File: src/rtl/brfPkg.sv
package brfPkg;
  localparam int NumSlots = 16;
  localparam int SlotIdxW = $clog2(NumSlots);
  localparam int PswW = 16;

  typedef enum logic [1:0] {
    MODE_K   = 2'b00,
    MODE_S   = 2'b01,
    MODE_BAD = 2'b10,
    MODE_U   = 2'b11
  } modeT;

  typedef struct packed {
    logic [NumSlots-1:0] cpuWe;
    logic [NumSlots-1:0] winWe;
    logic                pswLoad;
    logic                ccLoad;
    logic [SlotIdxW-1:0] cpuRdIdx;
  } strobeT;

  // physical slot reached by a CPU register number
  function automatic logic [SlotIdxW-1:0] slotOf(logic [2:0] regNum, logic bankSel, modeT mode);
    if (regNum == 3'd7) return SlotIdxW'(7);
    if (regNum == 3'd6) begin
      case (mode)
        MODE_S:  return SlotIdxW'(14);
        MODE_U:  return SlotIdxW'(15);
        default: return SlotIdxW'(6);
      endcase
    end
    return {bankSel, regNum};
  endfunction
endpackage

File: src/rtl/regCtrl.sv
module regCtrl
  import brfPkg::*;
(
  input  logic                clk,
  input  logic                rstN,
  input  logic [2:0]          cpuRdAddr,
  input  logic                cpuWrEn,
  input  logic [2:0]          cpuWrAddr,
  input  logic                pswWrEn,
  input  logic [3:0]          pswModeBits,
  input  logic                ccWrEn,
  input  logic                winEn,
  input  logic                winWrEn,
  input  logic [SlotIdxW-1:0] winAddr,
  input  modeT                curMode,
  input  logic                regSet,
  output strobeT              str,
  output logic                pswFault
);
  logic pswLegal;
  logic [SlotIdxW-1:0] cpuWrIdx;

  always_comb begin
    pswLegal = (pswModeBits[3:2] != MODE_BAD) && (pswModeBits[1:0] != MODE_BAD);
    pswFault = pswWrEn && !pswLegal;
    cpuWrIdx = slotOf(cpuWrAddr, regSet, curMode);
  end

  assign str.pswLoad  = pswWrEn && pswLegal;
  assign str.ccLoad   = ccWrEn && !str.pswLoad;
  assign str.cpuRdIdx = slotOf(cpuRdAddr, regSet, curMode);

  for (genvar i = 0; i < NumSlots; i++) begin : g_we
    assign str.cpuWe[i] = cpuWrEn && (cpuWrIdx == SlotIdxW'(i));
    assign str.winWe[i] = winEn && winWrEn && (winAddr == SlotIdxW'(i)) && !str.cpuWe[i];
  end


  cpu_onehot_chk: assert property (@(posedge clk) disable iff (!rstN)
    $onehot0(str.cpuWe));


  user_sp_route_chk: assert property (@(posedge clk) disable iff (!rstN)
    (cpuWrEn && cpuWrAddr == 3'd6 && curMode == MODE_U) |-> str.cpuWe[15]);
endmodule

File: src/rtl/regDatapath.sv
module regDatapath
  import brfPkg::*;
#(
  parameter int DataW = 16
) (
  input  logic                clk,
  input  logic                rstN,
  input  strobeT              str,
  input  logic [DataW-1:0]    cpuWrData,
  input  logic [DataW-1:0]    winWrData,
  input  logic [PswW-1:0]     pswWrData,
  input  logic [3:0]          ccIn,
  input  logic [SlotIdxW-1:0] winAddr,
  output logic [DataW-1:0]    cpuRdData,
  output logic [DataW-1:0]    winRdData,
  output logic [PswW-1:0]     pswRdData,
  output modeT                curMode,
  output logic                regSet
);
  logic [DataW-1:0] slots [NumSlots];
  modeT       prevMode;
  logic [2:0] prio;
  logic       trace;
  logic [3:0] cc;

  for (genvar i = 0; i < NumSlots; i++) begin : g_slot
    always_ff @(posedge clk) begin
      if (!rstN)               slots[i] <= '0;
      else if (str.cpuWe[i])   slots[i] <= cpuWrData;
      else if (str.winWe[i])   slots[i] <= winWrData;
    end
  end

  always_ff @(posedge clk) begin
    if (!rstN) begin
      curMode  <= MODE_K;
      prevMode <= MODE_K;
      regSet   <= 1'b0;
      prio     <= 3'd7;
      trace    <= 1'b0;
      cc       <= 4'd0;
    end else if (str.pswLoad) begin
      curMode  <= modeT'(pswWrData[15:14]);
      prevMode <= modeT'(pswWrData[13:12]);
      regSet   <= pswWrData[11];
      prio     <= pswWrData[7:5];
      trace    <= pswWrData[4];
      cc       <= pswWrData[3:0];
    end else if (str.ccLoad) begin
      cc <= ccIn;
    end
  end

  assign pswRdData = {curMode, prevMode, regSet, 3'b000, prio, trace, cc};
  assign cpuRdData = slots[str.cpuRdIdx];
  assign winRdData = slots[winAddr];


  pc_shared_chk: assert property (@(posedge clk) disable iff (!rstN)
    str.cpuWe[7] |=> slots[7] == $past(cpuWrData));


  mode_switch_chk: assert property (@(posedge clk) disable iff (!rstN)
    str.pswLoad |=> pswRdData[15:11] == $past(pswWrData[15:11]));


  cc_load_chk: assert property (@(posedge clk) disable iff (!rstN)
    str.ccLoad |=> pswRdData[3:0] == $past(ccIn));
endmodule

File: src/rtl/bankedRegFile.sv
module bankedRegFile
  import brfPkg::*;
#(
  parameter int DataW = 16
) (
  input  logic                clk,
  input  logic                rstN,
  input  logic [2:0]          cpuRdAddr,
  output logic [DataW-1:0]    cpuRdData,
  input  logic                cpuWrEn,
  input  logic [2:0]          cpuWrAddr,
  input  logic [DataW-1:0]    cpuWrData,
  input  logic                pswWrEn,
  input  logic [PswW-1:0]     pswWrData,
  output logic [PswW-1:0]     pswRdData,
  output logic                pswFault,
  input  logic                ccWrEn,
  input  logic [3:0]          ccIn,
  input  logic                winEn,
  input  logic                winWrEn,
  input  logic [SlotIdxW-1:0] winAddr,
  input  logic [DataW-1:0]    winWrData,
  output logic [DataW-1:0]    winRdData
);
  strobeT str;
  modeT   curMode;
  logic   regSet;

  regCtrl u_ctrl (
    .clk(clk), .rstN(rstN),
    .cpuRdAddr(cpuRdAddr), .cpuWrEn(cpuWrEn), .cpuWrAddr(cpuWrAddr),
    .pswWrEn(pswWrEn), .pswModeBits(pswWrData[15:12]),
    .ccWrEn(ccWrEn), .winEn(winEn), .winWrEn(winWrEn), .winAddr(winAddr),
    .curMode(curMode), .regSet(regSet),
    .str(str), .pswFault(pswFault)
  );

  regDatapath #(.DataW(DataW)) u_dp (
    .clk(clk), .rstN(rstN), .str(str),
    .cpuWrData(cpuWrData), .winWrData(winWrData),
    .pswWrData(pswWrData), .ccIn(ccIn), .winAddr(winAddr),
    .cpuRdData(cpuRdData), .winRdData(winRdData), .pswRdData(pswRdData),
    .curMode(curMode), .regSet(regSet)
  );


  fault_hold_chk: assert property (@(posedge clk) disable iff (!rstN)
    (pswFault && !ccWrEn) |=> $stable(pswRdData));
endmodule

File: config.mk
export PLATFORM = sky130hd
export DESIGN_NAME = bankedRegFile
export DESIGN_NICKNAME = d
export VERILOG_FILES = /design/src/rtl/brfPkg.sv /design/src/rtl/regCtrl.sv /design/src/rtl/regDatapath.sv /design/src/rtl/bankedRegFile.sv
export SDC_FILE = /design/constraint.sdc
export NUM_CORES = 1
export LEC_CHECK = 0
export BUFFER_PORTS_ARGS = -buffer_cell sky130_fd_sc_hd__buf_2
export CAP_MARGIN = 20
export CORE_UTILIZATION = 25
export DETAILED_ROUTE_END_ITERATION = 7
export PLACE_DENSITY = 0.45
export SYNTH_ARGS = -nofsm -noshare
export SYNTH_HDL_FRONTEND = slang
export SYNTH_HIERARCHICAL = 1
export SYNTH_SLANG_ARGS = --single-unit
File: constraint.sdc
create_clock -name clk -period 3.1 [get_ports clk]
set_input_delay 0.62 -clock clk [delete_from_list [all_inputs] [get_ports clk]]
set_output_delay 0.62 -clock clk [all_outputs]
set_load 0.05 [all_outputs]
# Word-level counts from Yosys, hierarchy flattened
# Memories as Yosys holds them, arrays and structs flattened.
# Index checks and enable logic that the tools add are counted.
[totals]
ram_bits = 256
mem_count = 1
latchBits = 0
word_cells = 313
output_inout_bits = 49
inputBits = 69
romBits = 0
ff_bits = 13
[memory_table]
columns = ["memory", "depth", "word_bits", "rd", "rd_clocked_by_memory_dff", "write_ports", "line_no", "text"]
rows = [
  ["u_dp.slots", 16, 16, 2, 0, 16, "regDatapath.sv:20", "logic [DataW-1:0] slots [NumSlots];"],
]
[classes]
n_eq_ne = 38
div_mod_pow = 0
addsub = 0
mul = 0
bitwise = 32
n_mux = 162
n_lt_le_gt_ge = 0
shift = 0
n_reduce_logical = 74
[op_table]
columns = ["op", "count"]
rows = [
  ["16-bit 2-to-1 mux", 32],
  ["1-bit 2-to-1 mux", 119],
  ["4-bit == test (second input constant)", 16],
  ["1-bit logical AND", 53],
  ["4-bit 2-to-1 mux", 10],
  ["4-bit by 3-bit == test with 1-bit output (second input constant)", 8],
  ["1-bit bitwise OR", 32],
  ["1-bit logical NOT", 18],
  ["4-bit by 2-bit == test with 1-bit output (second input constant)", 4],
  ["3-bit == test (second input constant)", 4],
  ["4-bit by 1-bit == test with 1-bit output (second input constant)", 2],
  ["4-bit logical NOT", 2],
  ["4-bit one-hot mux with 2 select lines", 1],
  ["2-bit inequality test (second input constant)", 2],
  ["2-bit by 1-bit == test with 1-bit output (second input constant)", 1],
  ["2-bit == test (second input constant)", 1],
  ["2-bit nonzero test", 1],
]

# Depth between registers and ports, before layout
# Gate-level depths: netlist of the first run.
[logic_depth]
depth_word = 14
ltp_mapped = 8
depth_no_buf = 6

# Cells and area by module
# The synthesis of the first run kept the hierarchy.
[by_module_without_submodules]
columns = ["mod", "cells_each", "seq_area_each_um2", "area_each_um2", "n_inst"]
rows = [
  ["regDatapath", 1076, 7947.6, 15443.6, 1],
  ["regCtrl", 64, 0.0, 369.1, 1],
]

# Least setup slack after synthesis of the first run
# No wires, ideal clock.
[synth_path]
path_kind = "input to output"
startpoint = "in cpuRdAddr[2]"
endpoint = "out cpuRdData[5]"
arrival_ps = 2197
stages = 7
path_buffers = 2
path_slack_ps = 283
required_ps = 2480
path_cell_list = "nand2_1 > o21bai_1 > buf_6 > buf_6 > mux4_1 > a22oi_1 > nand2_1"
[synth_rtl]
columns = ["item", "line_no", "text"]
rows = [
  ["from (decl)", "bankedRegFile.sv:8", "input logic [2:0] cpuRdAddr,"],
  ["to (decl)", "bankedRegFile.sv:9", "output logic [DataW-1:0] cpuRdData,"],
]

==> summary.md, run 1 <==
| Metric | Value |
|---|---|
| Leading cell type in the layout, fill and taps excluded | edfxtp_1 |
| Rows | between 90 and 100 |
| CTS tree | done |
| Total gr overflow | 0 |
| Htree depth | 1 |
| Synth top area cells | edfxtp_1 (49%), mux4_2 (15%), a22o_1 (13%) |
| P_leak | just under 7 nW |
| Critical path class | reg2out |
| Initial core utilization | 25.5% |
| Fin Setup TNS | -3.19 ns |
| Via count | 11.2k |
| Die H | 253 um |
| DR DRC count | 0 |
| Crit path time final | 3.34 ns |
| Fin worst setup slack | -0.240 ns |
| Crit path DAT | 2.72 ns |
| Hold/Removal Path Class | in2reg |
| Layout Cells excl Fill | 2068 |
| DRT Pass-1 Iters | 5 |
| Failing checks | setup timing |
| Clk_skew | roughly 0.017 ns |
| Wire per inst | 27.9 um |
| Post-detailed-route via-to-cell ratio | 5.42 |
| Die ar. | 0.0643 sq mm |
| Worst setup SP type | register |
| Synth Register Bits | 269 |
| # fillers | 6194 |
| Crit path max fanout | 6 |
| Clock edge transition at the registers on the reported setup and hold paths | about 0.060 ns |
| Hold Violations, Final | 0 |
| Layout cells sized above 1 | 36.8% |
| Avg Cell Area, Syn | 13.9 sq um |
| Ant diodes | 0 |
| CTS Buf Count | 31 |
| HPWL after detailed placement | 36.6 mm |
| DRT iter0 DRCs | 1046 |
| Post-synth cell types | 38 |
| Worst vdd ir | approximately 0.00043 V |
| Post-Syn Instances | 1140 |
| Leading area contributor after synthesis | edfxtp_1 |
| Seq/Total Area, Yosys | between 50 and 60% |
| Global-route wire length before repair | 82.3 mm |
| Reg-to-reg slack, setup | 0.74 ns |
| Synth Warn # | 6 |
| Root buf cell | clkbuf_16 |
| WL final | 57.7 mm |
| Tot Pwr | 0.00979 W |
| All-Layer GR Usage | 17.8% |
| RSZ-0062 raised after global routing | true |
| Pre-CTS WS | -0.205 ns |
| CTS max path bufs | 3 |
| Pwr/cell area | 510 mW/mm^2 |
| Core Footprint | between 0.06 and 0.07 sq mm |
| Crit path capture type | primary output |
| Placer Congestion | 0.792 |
| Post-DRT Antenna Nets | 0 |
| Final setup fails | 16 |
| Max Clk Rate | 299 MHz |
| Max-slew violation count | 0 |
| Placed Cells | approximately 2.0k |
| I/O Pins | roughly 120 |
| Antenna violations before repair | 1 |
| Final Hold Slack | roughly 0.25 ns |
| Syn-to-layout area delta | 21.4% |
| Outcome | finished with violations |
| IO Port Bufs | about 110 |
| Post-Syn Area | between 0.015 and 0.02 sq mm |
| Top-area cell type share of the netlist area | 48.6% |
| Uppermost routed layer | met5 |
| Nets | 1275 |
| Critical Path RT | 2.48 ns |
| Most frequent cells in the layout | edfxtp_1 (256), a22o_1 (240), mux4_2 (115), buf_2 (85), buf_4 (84) |
| Hold Path Depth | 3 |
| Worst slew margin | 29.0% |
| Crit share post-route | 108% |
| Wl on met1 | around 26 mm |
| Met2 WL post-DR | 26.5 mm |
| MaxCap Viol Count | 0 |
| CTS Hold Bufs | 0 |
| Vias in the first global route | 11.5k |
| Slew @ Worst Pin | about 1.1 ns |
| Largest net degree at the start of global routing | 51 |
| CTS Sinks | 269 |
| Cells on worst reg2reg path | 5 |
| Die X | 253 um |
| Clk_lat worst skew | 0.60 ns |
| Met3 wire length | 4.35 mm |
## worst paths after layout
check,startpoint,to
setup / recovery,u_dp/curMode[0],cpuRdData[2]
hold / removal,pswWrData[7],u_dp/prio[2]
setup reg to reg,u_dp/regSet,u_dp/slots[10][3]
hold reg to reg,u_dp/prio[2],u_dp/prio[2]
## what timing repair did
item                                    4_1_cts  5_1_grt
gates cloned                                  2        0
pin swaps                                    26       16
gates resized for setup                      89       15
setup buffers                                 7        4
endpoints found under the setup margin       18       16
## layout make-up
class | instances | area (sq um) | share of cell area, %
multi-input combinational | 680 | 7170 | 37.4
clock inverter | 19 | 211 | 1.10
clock buffer | 39 | 847 | 4.41
inverter | 2 | 7.51 | 0.0391
tap | 837 | 1050 | 5.46
sequential | 269 | 7950 | 41.4
timing repair buffer | 222 | 1960 | 10.2
## layer usage
metal  GRT usage [%]  vias up
met5               0        -
met4            4.85        2
met3            3.46       88
met2            27.7      513
met1            25.0     5828
li1                -     4783
## cell usage after synthesis
cell and n:
nor2_1 12, o221a_2 1, mux4_1 21, nand3_1 1, and3b_1 15, nand4b_1 3
o22ai_1 1, a22o_1 240, nor2b_1 11, clkbuf_2 10, o21bai_1 1, nor3_1 14
and2_0 3, nor4_1 5, dfxtp_1 13, clkbuf_1 92, a22oi_1 64, buf_2 27
and4b_1 1, or3_1 1, buf_6 8, buf_4 17, mux2i_1 13, edfxtp_1 256
o21ai_0 21, and2_1 35, a221oi_2 1, nand2_1 79, inv_1 2, or3b_2 15
nor3_2 2, nand2b_1 6, buf_1 37, conb_1 1, nand3b_1 2, nand4_1 1
or3b_1 1, mux4_2 107
## stage by stage
stage | instance area (sq um) | util (%)
5_1_grt | 19200 | 30.9
6_report | 19200 | 30.9
3_3_place_gp | 17700 | 28.5
3_5_place_dp | 17700 | 28.5
2_1_floorplan | 15800 | -
4_1_cts | 19200 | 30.9
## worst max-delay path, stage by stage (launching register included)
cell and delay [ns]:
dfxtp_2 0.35, nand2_4 0.07, o21bai_4 0.21, buf_12 0.19, buf_12 0.14, mux4_2 0.50, a22oi_2 0.25, buf_4 0.16
nand2_4 0.07, buf_12 0.17
## sequential cells by signal, summed over array words and instances, names as in the netlist
register,cells
u_dp/slots,256
u_dp/cc,4
u_dp/prio,3
u_dp/curMode,2
u_dp/prevMode,2
u_dp/regSet,1
u_dp/trace,1
## kinds of logic (layout without fill, tap and decap cells)
group           count (synthesis)  in the layout  share of synthesized area [%]
mux                           141            141                           19.6
other cells                     1              3                         0.0237
compound gates                329            329                           17.2
simple gates                  207            207                           7.26
flops                         269            269                           50.3
buf+inv                       193            282                           5.66
## where the power goes
part	internal, W	switching [W]
sequential	0.00416	0.0000916
combinational	0.000665	0.00102
clock	0.00227	0.00158
Note: power is estimated with default switching activity, not from simulation.
==> inputs of run 2 (changes only) <==
Settings changed: TNS_END_PERCENT set to 5.
==> run 2 against run 1 <==
Effect of this change:
- register-to-register slack improved by 0.02 ns
- die area did not move
- critical path depth stayed put
- non-clock buffer count is 3 lower
- critical endpoint is now cpuRdData[3]
- fmax is 0.33% lower
- the run still ends with setup timing left
- critical path type unchanged
- flip-flop and latch count is the same
- cell count down 0.15%
==> summary.md, run 2 (synthesis results as in run 1) <==
| Metric | Value |
|---|---|
| DRT Pass-1 Iters | 5 (unchanged) |
| Top Registers | u_dp/slots x256, u_dp/cc x4, u_dp/prio x3 (unchanged) |
| Crit path DAT | 2.73 ns (was 2.72 ns) |
| Hold/Removal Path Class | in2reg (unchanged) |
| Final Hold Slack | 0.250 ns (was 0.252 ns) |
| DRT iter0 DRCs | 1105 (was 1046) |
| Syn-to-layout area delta | 21.0% (was 21.4%) |
| CP Cell Sequence | nand2_4 > o21bai_4 > buf_12 > buf_4 > buf_4 > mux4_2 > a22oi_2 > nand2_2 > buf_12 (was nand2_4 > o21bai_4 > buf_12 > buf_12 > mux4_2 > a22oi_2 > buf_4 > nand2_4 > buf_12) |
| Worst slew margin | 30.2% (was 29.0%) |
| Crit share post-route | 108% (about the same) |
| Placed Cells | 2001 (unchanged) |
| CTS Sinks | 269 (unchanged) |
| Root buf cell | clkbuf_16 (unchanged) |
| P_leak | 6.92 nW (was 6.93 nW) |
| IO Port Bufs | 111 (unchanged) |
| Failing checks | setup timing (unchanged) |
| Outcome | finished with violations (unchanged) |
| Nets | 1272 (was 1275) |
| Crit path capture type | primary output (unchanged) |
| Antenna violations before repair | 1 (unchanged) |
| Post-detailed-route via-to-cell ratio | 5.45 (was 5.42) |
| # fillers | 6202 (was 6194) |
| Worst setup SP type | register (unchanged) |
| Most frequent cells in the layout | edfxtp_1 (256), a22o_1 (240), mux4_2 (110), buf_4 (88), buf_2 (85) (was edfxtp_1 (256), a22o_1 (240), mux4_2 (115), buf_2 (85), buf_4 (84)) |
| Core Footprint | 0.0621 sq mm (unchanged) |
| Critical path class | reg2out (unchanged) |
| CTS tree | done (unchanged) |
| Die X | 253 um (unchanged) |
| Fin Setup TNS | -3.30 ns (was -3.19 ns) |
| Max Clk Rate | 298 MHz (was 299 MHz) |
| Pwr/cell area | 511 mW/mm^2 (was 510 mW/mm^2) |
| Global-route wire length before repair | 82.1 mm (was 82.3 mm) |
| Pre-CTS WS | -0.205 ns (unchanged) |
| Ant diodes | 0 (unchanged) |
| Layout Cells excl Fill | 2065 (was 2068) |
| Rows | 91 (unchanged) |
| Placer Congestion | 0.792 (unchanged) |
| Fin worst setup slack | -0.250 ns (was -0.240 ns) |
| CTS Hold Bufs | 0 (unchanged) |
| MaxCap Viol Count | 0 (unchanged) |
| Met1 Use GR | 25.0% (about the same) |
| Total gr overflow | 0 (unchanged) |
| CP max stage cell | mux4_2 (unchanged) |
| Clk_lat worst skew | 0.60 ns (about the same) |
| Vias in the first global route | 11.5k (about the same) |
| Crit path max fanout | 3 (was 6) |
| GRT met2 Usage | 27.8% (was 27.7%) |
| Hold Violations, Final | 0 (unchanged) |
| Layout cells sized above 1 | 36.2% (was 36.8%) |
| I/O Pins | 118 (unchanged) |
| Crit-path max cell delay | 0.50 ns (about the same) |
| Max reg flops | 256 (unchanged) |
| HPWL after detailed placement | 36.6 mm (unchanged) |
| Slew @ Worst Pin | 1.05 ns (was 1.06 ns) |
| Worst vdd ir | 0.000432 V (was 0.000429 V) |
| RSZ-0062 raised after global routing | true (unchanged) |
| Final setup fails | 16 (unchanged) |
| Die ar. | 0.0643 sq mm (unchanged) |
| WL final | 57.7 mm (about the same) |
| Largest Register | u_dp/slots (unchanged) |
| Critical Path RT | 2.48 ns (about the same) |
| Largest net degree at the start of global routing | 51 (unchanged) |
| Post-DRT Antenna Nets | 0 (unchanged) |
| Leading cell type in the layout, fill and taps excluded | edfxtp_1 (unchanged) |
| Tot Pwr | 0.00977 W (was 0.00979 W) |
| Worst Path Buf+Inv | 4 (unchanged) |
| Crit path time final | 3.35 ns (was 3.34 ns) |
| Clock edge transition at the registers on the reported setup and hold paths | 0.06 ns (about the same) |
| Cell family with most CP delay | buffers and inverters (unchanged) |
| CTS Buf Count | 31 (unchanged) |
| Max-slew violation count | 0 (unchanged) |
| CTS max path bufs | 3 (unchanged) |
| Die H | 253 um (unchanged) |
| Initial core utilization | 25.5% (unchanged) |
| Wire per inst | 27.9 um (about the same) |
| Clk_skew | 0.0156 ns (was 0.0170 ns) |
| All-Layer GR Usage | 17.8% (about the same) |
| Most Used Layer, Global Route | met2 (unchanged) |
| Via count | 11.3k (was 11.2k) |
| Reg-to-reg slack, setup | 0.76 ns (was 0.74 ns) |
| Met3 capacity usage during global routing | 3.44% (was 3.46%) |
| Htree depth | 1 (unchanged) |
| DR DRC count | 0 (unchanged) |
run 2: changes by cell type in the layout (fill, tap and decap cells not counted), sizes merged:
cell  before  now
buf      222  219
run 2: layer usage:
metal  up-vias  wire [um]
met1      5853      25300
met5         -         10
met3        86       4610
met4         2       1380
met2       539      26400
li1       4782          -
run 2: what timing repair did:
item / in CTS / in global routing
setup endpoints to repair: 18 / 16
buffers inserted: 3 / 4
gates cloned: 2 / 0
gates resized for setup: 75 / 11
pin swaps: 24 / 7
run 2: worst register-to-register path, stage by stage (launching register included):
cell and delay (ns):
dfxtp_1 0.42, or3b_1 0.46, nor2_1 0.26, nor4_1 0.11
or3b_2 0.74
run 2: through the flow:
| step | util (%) | cell area (sq um) |
|---|---|---|
| floorplan | - | 15800 |
| global placement | 28.5 | 17700 |
| detailed placement | 28.5 | 17700 |
| CTS | 30.8 | 19100 |
| global route | 30.8 | 19100 |
| finish | 30.8 | 19100 |
run 2: final timing paths:
path,start,end,cells after the start
worst min-delay path,pswWrData[7],u_dp/prio[2],3
worst min register to register,u_dp/prio[2],u_dp/prio[2],2
worst max register to register,u_dp/regSet,u_dp/slots[4][12],4
worst max-delay path,u_dp/curMode[0],cpuRdData[3],9
run 2: report_power, final:
part           total (W)  switching (W)  internal, W
Sequential       0.00426      0.0000911      0.00416
Combinational    0.00167        0.00102     0.000651
Clock            0.00385        0.00158      0.00227
Total            0.00977        0.00269      0.00708
run 2: cell type report:
| class | count | area (sq um) | area share, % |
|---|---|---|---|
| tap | 837 | 1050 | 5.47 |
| sequential | 269 | 7950 | 41.6 |
| clock inverter | 19 | 211 | 1.11 |
| multi-input combinational | 680 | 7190 | 37.6 |
| timing repair buffer | 219 | 1880 | 9.82 |
| clock buffer | 39 | 847 | 4.43 |
| inverter | 2 | 7.51 | 0.0392 |
